## config.mk

```make
export PLATFORM = sky130hd
export DESIGN_NAME = link_steer
export DESIGN_NICKNAME = d
export VERILOG_FILES = /design/src/rtl/steer_pkg.sv /design/src/rtl/steer_classify.sv /design/src/rtl/steer_fifo.sv /design/src/rtl/steer_lane.sv /design/src/rtl/link_steer.sv
export SDC_FILE = /design/constraint.sdc
export NUM_CORES = 2
export LEC_CHECK = 0
export ABC_AREA = 1
export BUFFER_PORTS_ARGS = -buffer_cell sky130_fd_sc_hd__buf_2
export CAP_MARGIN = 20
export CORE_ASPECT_RATIO = 1.2
export CORE_MARGIN = 3
export CORE_UTILIZATION = 35
export CTS_CLUSTER_SIZE = 12
export DETAILED_ROUTE_END_ITERATION = 10
export SYNTH_ARGS = -nofsm -noshare
export SYNTH_HDL_FRONTEND = slang
export SYNTH_SLANG_ARGS = --single-unit
```

## constraint.sdc

```tcl
create_clock -name clk -period 42.2 [get_ports clk]
set_input_delay 0 -clock clk [delete_from_list [all_inputs] [get_ports clk]]
set_output_delay 0 -clock clk [all_outputs]
set_load 0.1 [all_outputs]
```

## src/rtl/steer_pkg.sv

```systemverilog
package steer_pkg;
  typedef enum logic [1:0] {
    LN_FAST = 2'd0,
    LN_BASE = 2'd1,
    LN_WIDE = 2'd2
  } lane_e;

  typedef enum logic [1:0] {
    K_OPND = 2'd0,
    K_CTRL = 2'd1,
    K_BULK = 2'd2,
    K_DATA = 2'd3
  } kind_e;

  localparam int NLANES = 3;
endpackage

```

## src/rtl/steer_classify.sv

```systemverilog
module steer_classify
  import steer_pkg::*;
#(
  parameter int MSG_W    = 128,
  parameter int OPND_W   = 64,
  parameter int CTRL_W   = 8,
  parameter int NARROW_W = 8,
  parameter int LEN_W    = 8
) (
  input  logic [1:0]       kind,
  input  logic             crit,
  input  logic [MSG_W-1:0] data,
  output lane_e            pref,
  output logic             may_fallback,
  output logic [MSG_W-1:0] pay,
  output logic [LEN_W-1:0] len
);
  logic narrow_op;
  logic to_fast;
  logic [MSG_W-1:0] mask;

  always_comb begin
    narrow_op = (kind == K_OPND) && (data[OPND_W-1:NARROW_W] == '0);
    to_fast   = (kind == K_CTRL) || narrow_op;

    if (narrow_op)           len = LEN_W'(NARROW_W);
    else if (kind == K_OPND) len = LEN_W'(OPND_W);
    else if (kind == K_CTRL) len = LEN_W'(CTRL_W);
    else                     len = LEN_W'(MSG_W);

    mask = ~({MSG_W{1'b1}} << len);
    pay  = data & mask;

    if (to_fast)                        pref = LN_FAST;
    else if ((kind == K_BULK) || !crit) pref = LN_WIDE;
    else                                pref = LN_BASE;

    may_fallback = to_fast && crit;
  end
endmodule

```

## src/rtl/steer_fifo.sv

```systemverilog
module steer_fifo #(
  parameter int W     = 8,
  parameter int DEPTH = 4
) (
  input  logic         clk,
  input  logic         rst_n,
  input  logic         wr,
  input  logic [W-1:0] wdata,
  input  logic         rd,
  output logic [W-1:0] rdata,
  output logic         full,
  output logic         empty
);
  localparam int PTR_W = (DEPTH > 1) ? $clog2(DEPTH) : 1;
  localparam int CNT_W = $clog2(DEPTH + 1);

  logic [W-1:0]     mem [DEPTH];
  logic [PTR_W-1:0] wp_q, wp_d, rp_q, rp_d;
  logic [CNT_W-1:0] cnt_q, cnt_d;
  logic             do_wr, do_rd;

  assign full  = (cnt_q == CNT_W'(DEPTH));
  assign empty = (cnt_q == '0);
  assign rdata = mem[rp_q];

  always_comb begin
    do_wr = wr && !full;
    do_rd = rd && !empty;
    wp_d  = wp_q;
    rp_d  = rp_q;
    cnt_d = cnt_q;
    if (do_wr) wp_d = (wp_q == PTR_W'(DEPTH - 1)) ? '0 : wp_q + 1'b1;
    if (do_rd) rp_d = (rp_q == PTR_W'(DEPTH - 1)) ? '0 : rp_q + 1'b1;
    if (do_wr && !do_rd) cnt_d = cnt_q + 1'b1;
    else if (do_rd && !do_wr) cnt_d = cnt_q - 1'b1;
  end

  always_ff @(posedge clk or negedge rst_n) begin
    if (!rst_n) begin
      wp_q  <= '0;
      rp_q  <= '0;
      cnt_q <= '0;
    end else begin
      wp_q  <= wp_d;
      rp_q  <= rp_d;
      cnt_q <= cnt_d;
    end
  end

  always_ff @(posedge clk) begin
    if (do_wr) mem[wp_q] <= wdata;
  end
endmodule

```

## src/rtl/steer_lane.sv

```systemverilog
module steer_lane #(
  parameter int MSG_W  = 128,
  parameter int BEAT_W = 8,
  parameter int LAT    = 1,
  parameter int DEPTH  = 4,
  parameter int LEN_W  = 8
) (
  input  logic             clk,
  input  logic             rst_n,
  input  logic             push,
  input  logic [MSG_W-1:0] push_data,
  input  logic [LEN_W-1:0] push_len,
  output logic             full,
  output logic             hold_v,
  output logic [MSG_W-1:0] hold_data,
  input  logic             grant
);
  localparam int NBEAT_MAX = MSG_W / BEAT_W;
  localparam int NB_W      = $clog2(NBEAT_MAX + 1);
  localparam int LAT_W     = $clog2(LAT + 1);
  localparam int ENT_W     = NB_W + MSG_W;

  logic [NB_W-1:0]  push_nb;
  logic [ENT_W-1:0] q_rdata;
  logic             q_empty, pop;

  assign push_nb = NB_W'(({1'b0, push_len} + (LEN_W+1)'(BEAT_W - 1)) / (LEN_W+1)'(BEAT_W));

  steer_fifo #(.W(ENT_W), .DEPTH(DEPTH)) u_q (
    .clk(clk), .rst_n(rst_n), .wr(push), .wdata({push_nb, push_data}),
    .rd(pop), .rdata(q_rdata), .full(full), .empty(q_empty)
  );

  logic             busy_q, busy_d;
  logic [MSG_W-1:0] sh_q, sh_d, acc_q, acc_d;
  logic [NB_W-1:0]  left_q, left_d, idx_q, idx_d;
  logic [LAT_W-1:0] lat_q, lat_d;
  logic             hv_q, hv_d;
  logic [MSG_W-1:0] hd_q, hd_d;
  logic             beat_done, last;

  assign hold_v    = hv_q;
  assign hold_data = hd_q;

  always_comb begin
    pop       = !busy_q && !q_empty;
    beat_done = busy_q && (lat_q == LAT_W'(1));
    last      = (left_q == NB_W'(1));
    busy_d = busy_q; sh_d = sh_q; acc_d = acc_q; left_d = left_q;
    idx_d  = idx_q;  lat_d = lat_q;
    hv_d   = hv_q && !grant;
    hd_d   = hd_q;
    if (pop) begin
      busy_d = 1'b1;
      sh_d   = q_rdata[MSG_W-1:0];
      left_d = q_rdata[ENT_W-1:MSG_W];
      idx_d  = '0;
      lat_d  = LAT_W'(LAT);
      acc_d  = '0;
    end else if (beat_done && (!last || !hv_q || grant)) begin
      acc_d[int'(idx_q)*BEAT_W +: BEAT_W] = sh_q[BEAT_W-1:0];
      sh_d   = sh_q >> BEAT_W;
      idx_d  = idx_q + 1'b1;
      left_d = left_q - 1'b1;
      lat_d  = LAT_W'(LAT);
      if (last) begin
        busy_d = 1'b0;
        hv_d   = 1'b1;
        hd_d   = acc_d;
      end
    end else if (busy_q && !beat_done) begin
      lat_d = lat_q - 1'b1;
    end
  end

  always_ff @(posedge clk or negedge rst_n) begin
    if (!rst_n) begin
      busy_q <= 1'b0; sh_q <= '0; acc_q <= '0; left_q <= '0;
      idx_q  <= '0;   lat_q <= '0; hv_q <= 1'b0; hd_q <= '0;
    end else begin
      busy_q <= busy_d; sh_q <= sh_d; acc_q <= acc_d; left_q <= left_d;
      idx_q  <= idx_d;  lat_q <= lat_d; hv_q <= hv_d; hd_q <= hd_d;
    end
  end
endmodule

```

## src/rtl/link_steer.sv

```systemverilog
module link_steer
  import steer_pkg::*;
#(
  parameter int MSG_W    = 128,
  parameter int OPND_W   = 64,
  parameter int CTRL_W   = 8,
  parameter int FAST_W   = 8,
  parameter int BASE_W   = 64,
  parameter int WIDE_W   = 128,
  parameter int LAT_FAST = 1,
  parameter int LAT_BASE = 2,
  parameter int LAT_WIDE = 3,
  parameter int DEPTH    = 4
) (
  input  logic             clk,
  input  logic             rst_n,
  input  logic             in_valid,
  output logic             in_ready,
  input  logic [1:0]       in_kind,
  input  logic             in_crit,
  input  logic [MSG_W-1:0] in_data,
  output logic             out_valid,
  output logic [1:0]       out_lane,
  output logic [MSG_W-1:0] out_data
);
  localparam int LEN_W = $clog2(MSG_W + 1);

  logic [1:0] rst_sync;
  logic       rst_int_n;

  always_ff @(posedge clk or negedge rst_n) begin
    if (!rst_n) rst_sync <= 2'b00;
    else        rst_sync <= {rst_sync[0], 1'b1};
  end
  assign rst_int_n = rst_sync[1];

  lane_e            pref, tgt;
  logic             may_fb;
  logic [MSG_W-1:0] pay;
  logic [LEN_W-1:0] len;

  steer_classify #(
    .MSG_W(MSG_W), .OPND_W(OPND_W), .CTRL_W(CTRL_W),
    .NARROW_W(FAST_W), .LEN_W(LEN_W)
  ) u_cls (
    .kind(in_kind), .crit(in_crit), .data(in_data),
    .pref(pref), .may_fallback(may_fb), .pay(pay), .len(len)
  );

  logic [NLANES-1:0] lane_full, lane_push, hold_v, grant;
  logic [MSG_W-1:0]  hold_data [NLANES];

  always_comb begin
    tgt = pref;
    if ((pref == LN_FAST) && lane_full[LN_FAST] && may_fb) tgt = LN_BASE;
    in_ready  = !lane_full[tgt];
    lane_push = '0;
    lane_push[tgt] = in_valid && in_ready;
  end

  for (genvar g = 0; g < NLANES; g++) begin : g_lane
    localparam int BW = (g == 0) ? FAST_W : (g == 1) ? BASE_W : WIDE_W;
    localparam int LT = (g == 0) ? LAT_FAST : (g == 1) ? LAT_BASE : LAT_WIDE;
    steer_lane #(
      .MSG_W(MSG_W), .BEAT_W(BW), .LAT(LT), .DEPTH(DEPTH), .LEN_W(LEN_W)
    ) u_lane (
      .clk(clk), .rst_n(rst_int_n), .push(lane_push[g]),
      .push_data(pay), .push_len(len), .full(lane_full[g]),
      .hold_v(hold_v[g]), .hold_data(hold_data[g]), .grant(grant[g])
    );
  end

  always_comb begin
    grant     = hold_v & (~hold_v + 1'b1);
    out_valid = |hold_v;
    out_lane  = '0;
    out_data  = '0;
    for (int i = NLANES - 1; i >= 0; i--) begin
      if (grant[i]) begin
        out_lane = 2'(i);
        out_data = hold_data[i];
      end
    end
  end
endmodule

```

==> summary by stage <==
Clock tree
The post-CTS setup buffer count is 0. The H-tree was split into 5 levels. The clock slew at the register clock pins of the worst setup and hold paths is 60 ps.

Buffers inserted during clock tree synthesis total 285. In this run the clock root is driven by a clkbuf_16. The worst-case clock buffer depth is 4.

The sink count of the clock tree is 2762. The clock latency on the worst-skew pair is 870 ps. TritonCTS built the clock tree.

Outcome
The run finished with clean final reports.

Timing
The final worst hold slack is 61.9 ps. Setup violations remaining at the end of the flow were counted as 0. Setup repair after global routing left no endpoint under its margin. For the pin with the worst max-slew slack, the measured transition is 1260 ps. The post-route minimum period is 5560 ps. The final-report hold violation count is 0. Across all setup checks in the final design, the least slack found is 36640 ps. The post-route fraction of the period consumed by the critical path is 0.132. The upper clock frequency limit is 180 MHz.

The relative slew slack is 0.157. On the final layout, the worst clock skew is 71.8 ps. The final number of max-transition violations is 0. The final total negative setup slack is 0 ps.

Cells and area
In the layout the commonest cells are nand2_1, edfxtp_1, dfrtp_1. After the last flow step, the layout net total stands at 10536. After filler insertion, the fill cell instance count of the layout stands at 30004. The fraction of final layout cells with drive strength greater than 1 is 0.0836. The post-route cell area is 0.128 mm2. Leaving out fill and tap cells, the most frequent cell in the layout is nand2_1. The area growth from synthesis to layout is 13.8%.

Critical path
The type of origin of the critical path is a flop. The arrival time of the worst setup path is 6270 ps. The kind of capture point of the worst setup path is an asynchronous set/reset pin. Along the worst path, the maximum fanout reaches 187. By startpoint and endpoint, the worst setup path is classified as flop to asynchronous set/reset pin. For the worst setup path, the data required time is 42910 ps.

Power
The power density over cell area is 71.8 mW/mm2. The peak supply drop is 0.0631 mV. Summing internal, switching and leakage power gives 9180 uW. For this design the static power due to leakage is 0.0503 uW.

Placement
The pre-CTS setup slack is 36460 ps. The number of buffer cells added on primary ports is 265. The global placement routability congestion is 0.929. Once detailed placement completed, the half-perimeter wirelength came to 249000 um. The cell area reported after detailed placement is 0.118 mm2.

GRT
The via count of the first global-routing pass is 77405. The first global-routing pass estimated 549000 um of wire. For this run the aggregate overflow at the end of global routing stands at 0. The global-route usage over all layers is 0.227. The number of antenna violations at the first check in global routing is 38.

Entering global routing, the biggest net connects 202 pins.

Logic synthesis
The post-synthesis average cell area is 11.0 um2. The sequential cell area fraction in the yosys report is 0.685. The mapped netlist covers 0.112 mm2. The share of async-settable or async-resettable flops after synthesis is 0.435. In this run, synthesis inferred 1560 flip-flops with an integrated enable. During synthesis, Yosys emitted a total of 0 warnings. The main flop type after synthesis is edfxtp_1. The number of standard cells after synthesis is 10216. When the netlist entered floorplanning its net count stood at 10386. In this run, synthesis produced a sequential element count of 2762.

The distinct cell type count of the synthesized netlist is 46.

Detailed routing
In the detailed route, the total length drawn on met3 is 26100 um. The met2 wirelength from detailed routing is 179000 um. After the first detailed-routing iteration, the DRC count stood at 10144. For this block, the via count after detailed routing is 81048.

In the final routing, the length of wire on met1 measures 157000 um. The via count normalized by instance count is 5.47. The final layout contains routed wiring with a total length of 381000 um. Routed signal wires occupy layers up through met5. Dividing the detail-routed wire length by the instance count gives 25.7 um.

For this run, the detailed router's first-pass iteration total came to 6. The remaining design rule violation count is 0. The post-route antenna net violation count is 0.

Die
In this run the vertical extent of the chip is 627 um. 266 I/O pins were placed. The number of placement rows is 227. The initial standard-cell utilization of the core is 0.352. The area of the die is 0.328 mm2. The area inside the core boundary is 0.319 mm2.

From left edge to right edge, the die measures 523 um.

Min path
The path class of the tightest hold or removal check is primary input to asynchronous set/reset pin.

Flow run
Max-cap violations in this run came to 0.
## cells in the mapped netlist, types with 6 or more instances
| cell type | count | share of area |
|---|---|---|
| a221o_1 | 277 | 0.025 |
| dfrtp_1 | 1202 | 0.27 |
| inv_1 | 959 | 0.032 |
| nor2_1 | 385 | 0.013 |
| o21ai_0 | 1103 | 0.049 |
| nand3_1 | 526 | 0.023 |
| nand2_2 | 6 | 0.00033 |
| inv_2 | 19 | 0.00063 |
| o22ai_1 | 247 | 0.014 |
| buf_1 | 51 | 0.0017 |
| clkbuf_1 | 583 | 0.019 |
| o221ai_1 | 206 | 0.016 |
| buf_4 | 14 | 0.00094 |
| xor2_1 | 6 | 0.00047 |
| nand4_1 | 6 | 0.00033 |
| o21ai_1 | 21 | 0.00094 |
| nor2_2 | 6 | 0.00033 |
| edfxtp_1 | 1560 | 0.42 |
| nor3_1 | 8 | 0.00036 |
| a21oi_1 | 583 | 0.026 |
| buf_2 | 54 | 0.0024 |
| ha_1 | 33 | 0.0037 |
| a31oi_1 | 10 | 0.00056 |
| nand2_1 | 2192 | 0.073 |
| o211ai_1 | 114 | 0.0076 |
## worst max-delay path, stage by stage, from the launching register on
cell and delay [ps]:
dfrtp_4 900, buf_4 850, buf_4 830, buf_4 800, buf_4 870, buf_12 820
## cell type report
class | instances | area (um2) | share of cell area
sequential | 2762 | 77000 | 0.602
timing repair buffer | 565 | 4210 | 0.0329
inverter | 982 | 3740 | 0.0292
antenna | 15 | 37.5 | 0.000294
tap | 4236 | 5300 | 0.0414
clock inverter | 25 | 223 | 0.00174
clock buffer | 460 | 8210 | 0.0642
multi-input combinational | 5770 | 29200 | 0.228
## metrics by stage
| step | utilization | instances |
|---|---|---|
| final | 0.401 | 14815 |
| after floorplan | - | 10216 |
| after CTS | 0.400 | 14778 |
| after global placement | 0.369 | 14152 |
| after global routing | 0.401 | 14802 |
| after detailed placement | 0.369 | 14159 |
## path summary, 6_finish.rpt
check                   start                         endpoint  slack, ps  cells past startpoint
min reg2reg       rst_sync[0]                      rst_sync[1]        350                      0
max reg2reg       rst_sync[1]           g_lane[2].u_lane.idx_q      36640                      5
max in group clk  in_data[43]  g_lane[0].u_lane.u_q.mem[1][50]      37150                     13
max               rst_sync[1]           g_lane[2].u_lane.idx_q      36640                      5
min                     rst_n                      rst_sync[0]         60                      3
min in group clk  in_data[88]  g_lane[2].u_lane.u_q.mem[0][88]         80                      3
## sequential cells by signal, indices dropped and copies added, names as in the netlist
name / count
g_lane.u_lane.u_q.mem: 1560
g_lane.u_lane.acc_q: 384
g_lane.u_lane.hold_data: 384
g_lane.u_lane.sh_q: 384
g_lane.u_lane.u_q.cnt_q: 9
g_lane.u_lane.idx_q: 8
g_lane.u_lane.left_q: 7
g_lane.u_lane.u_q.rp_q: 6
g_lane.u_lane.u_q.wp_q: 6
g_lane.u_lane.lat_q: 5
g_lane.u_lane.busy_q: 3
g_lane.u_lane.hold_v: 3
rst_sync: 2
g_lane.u_lane.last: 1
## metal layers
layer  GRT usage  vias to the layer above
li1            -                    35802
met1       0.310                    41005
met2       0.361                     3578
met3      0.0297                      649
met4       0.100                       14
met5           0                        -
## report_power, final
part           total (uW)  internal (uW)  switching, uW
clock                2370           1340           1030
sequential           3750           3460            291
combinational        3070            728           2340
## cells by family (layout without fill, tap and decap cells)
| logic type | Yosys count | in the layout | share of synthesized area |
|---|---|---|---|
| and+or+nand+nor | 3144 | 3144 | 0.113 |
| DFF | 2762 | 2762 | 0.685 |
| adders and majority gates | 36 | 36 | 0.00421 |
| buffers and inverters | 1684 | 2032 | 0.0574 |
| other | 1 | 16 | 0.0000334 |
| xor gates and xnor gates | 12 | 12 | 0.00100 |
| AOI/OAI and AO/OA | 2574 | 2574 | 0.140 |
| muxes | 3 | 3 | 0.000290 |
## repair_timing
item	4_1_cts	5_1_grt
endpoints found under the hold margin	1521	0
hold buffers	134	0
setup endpoints to repair	0	0
gates resized for setup	0	0
(Power assumes the default switching activity.)
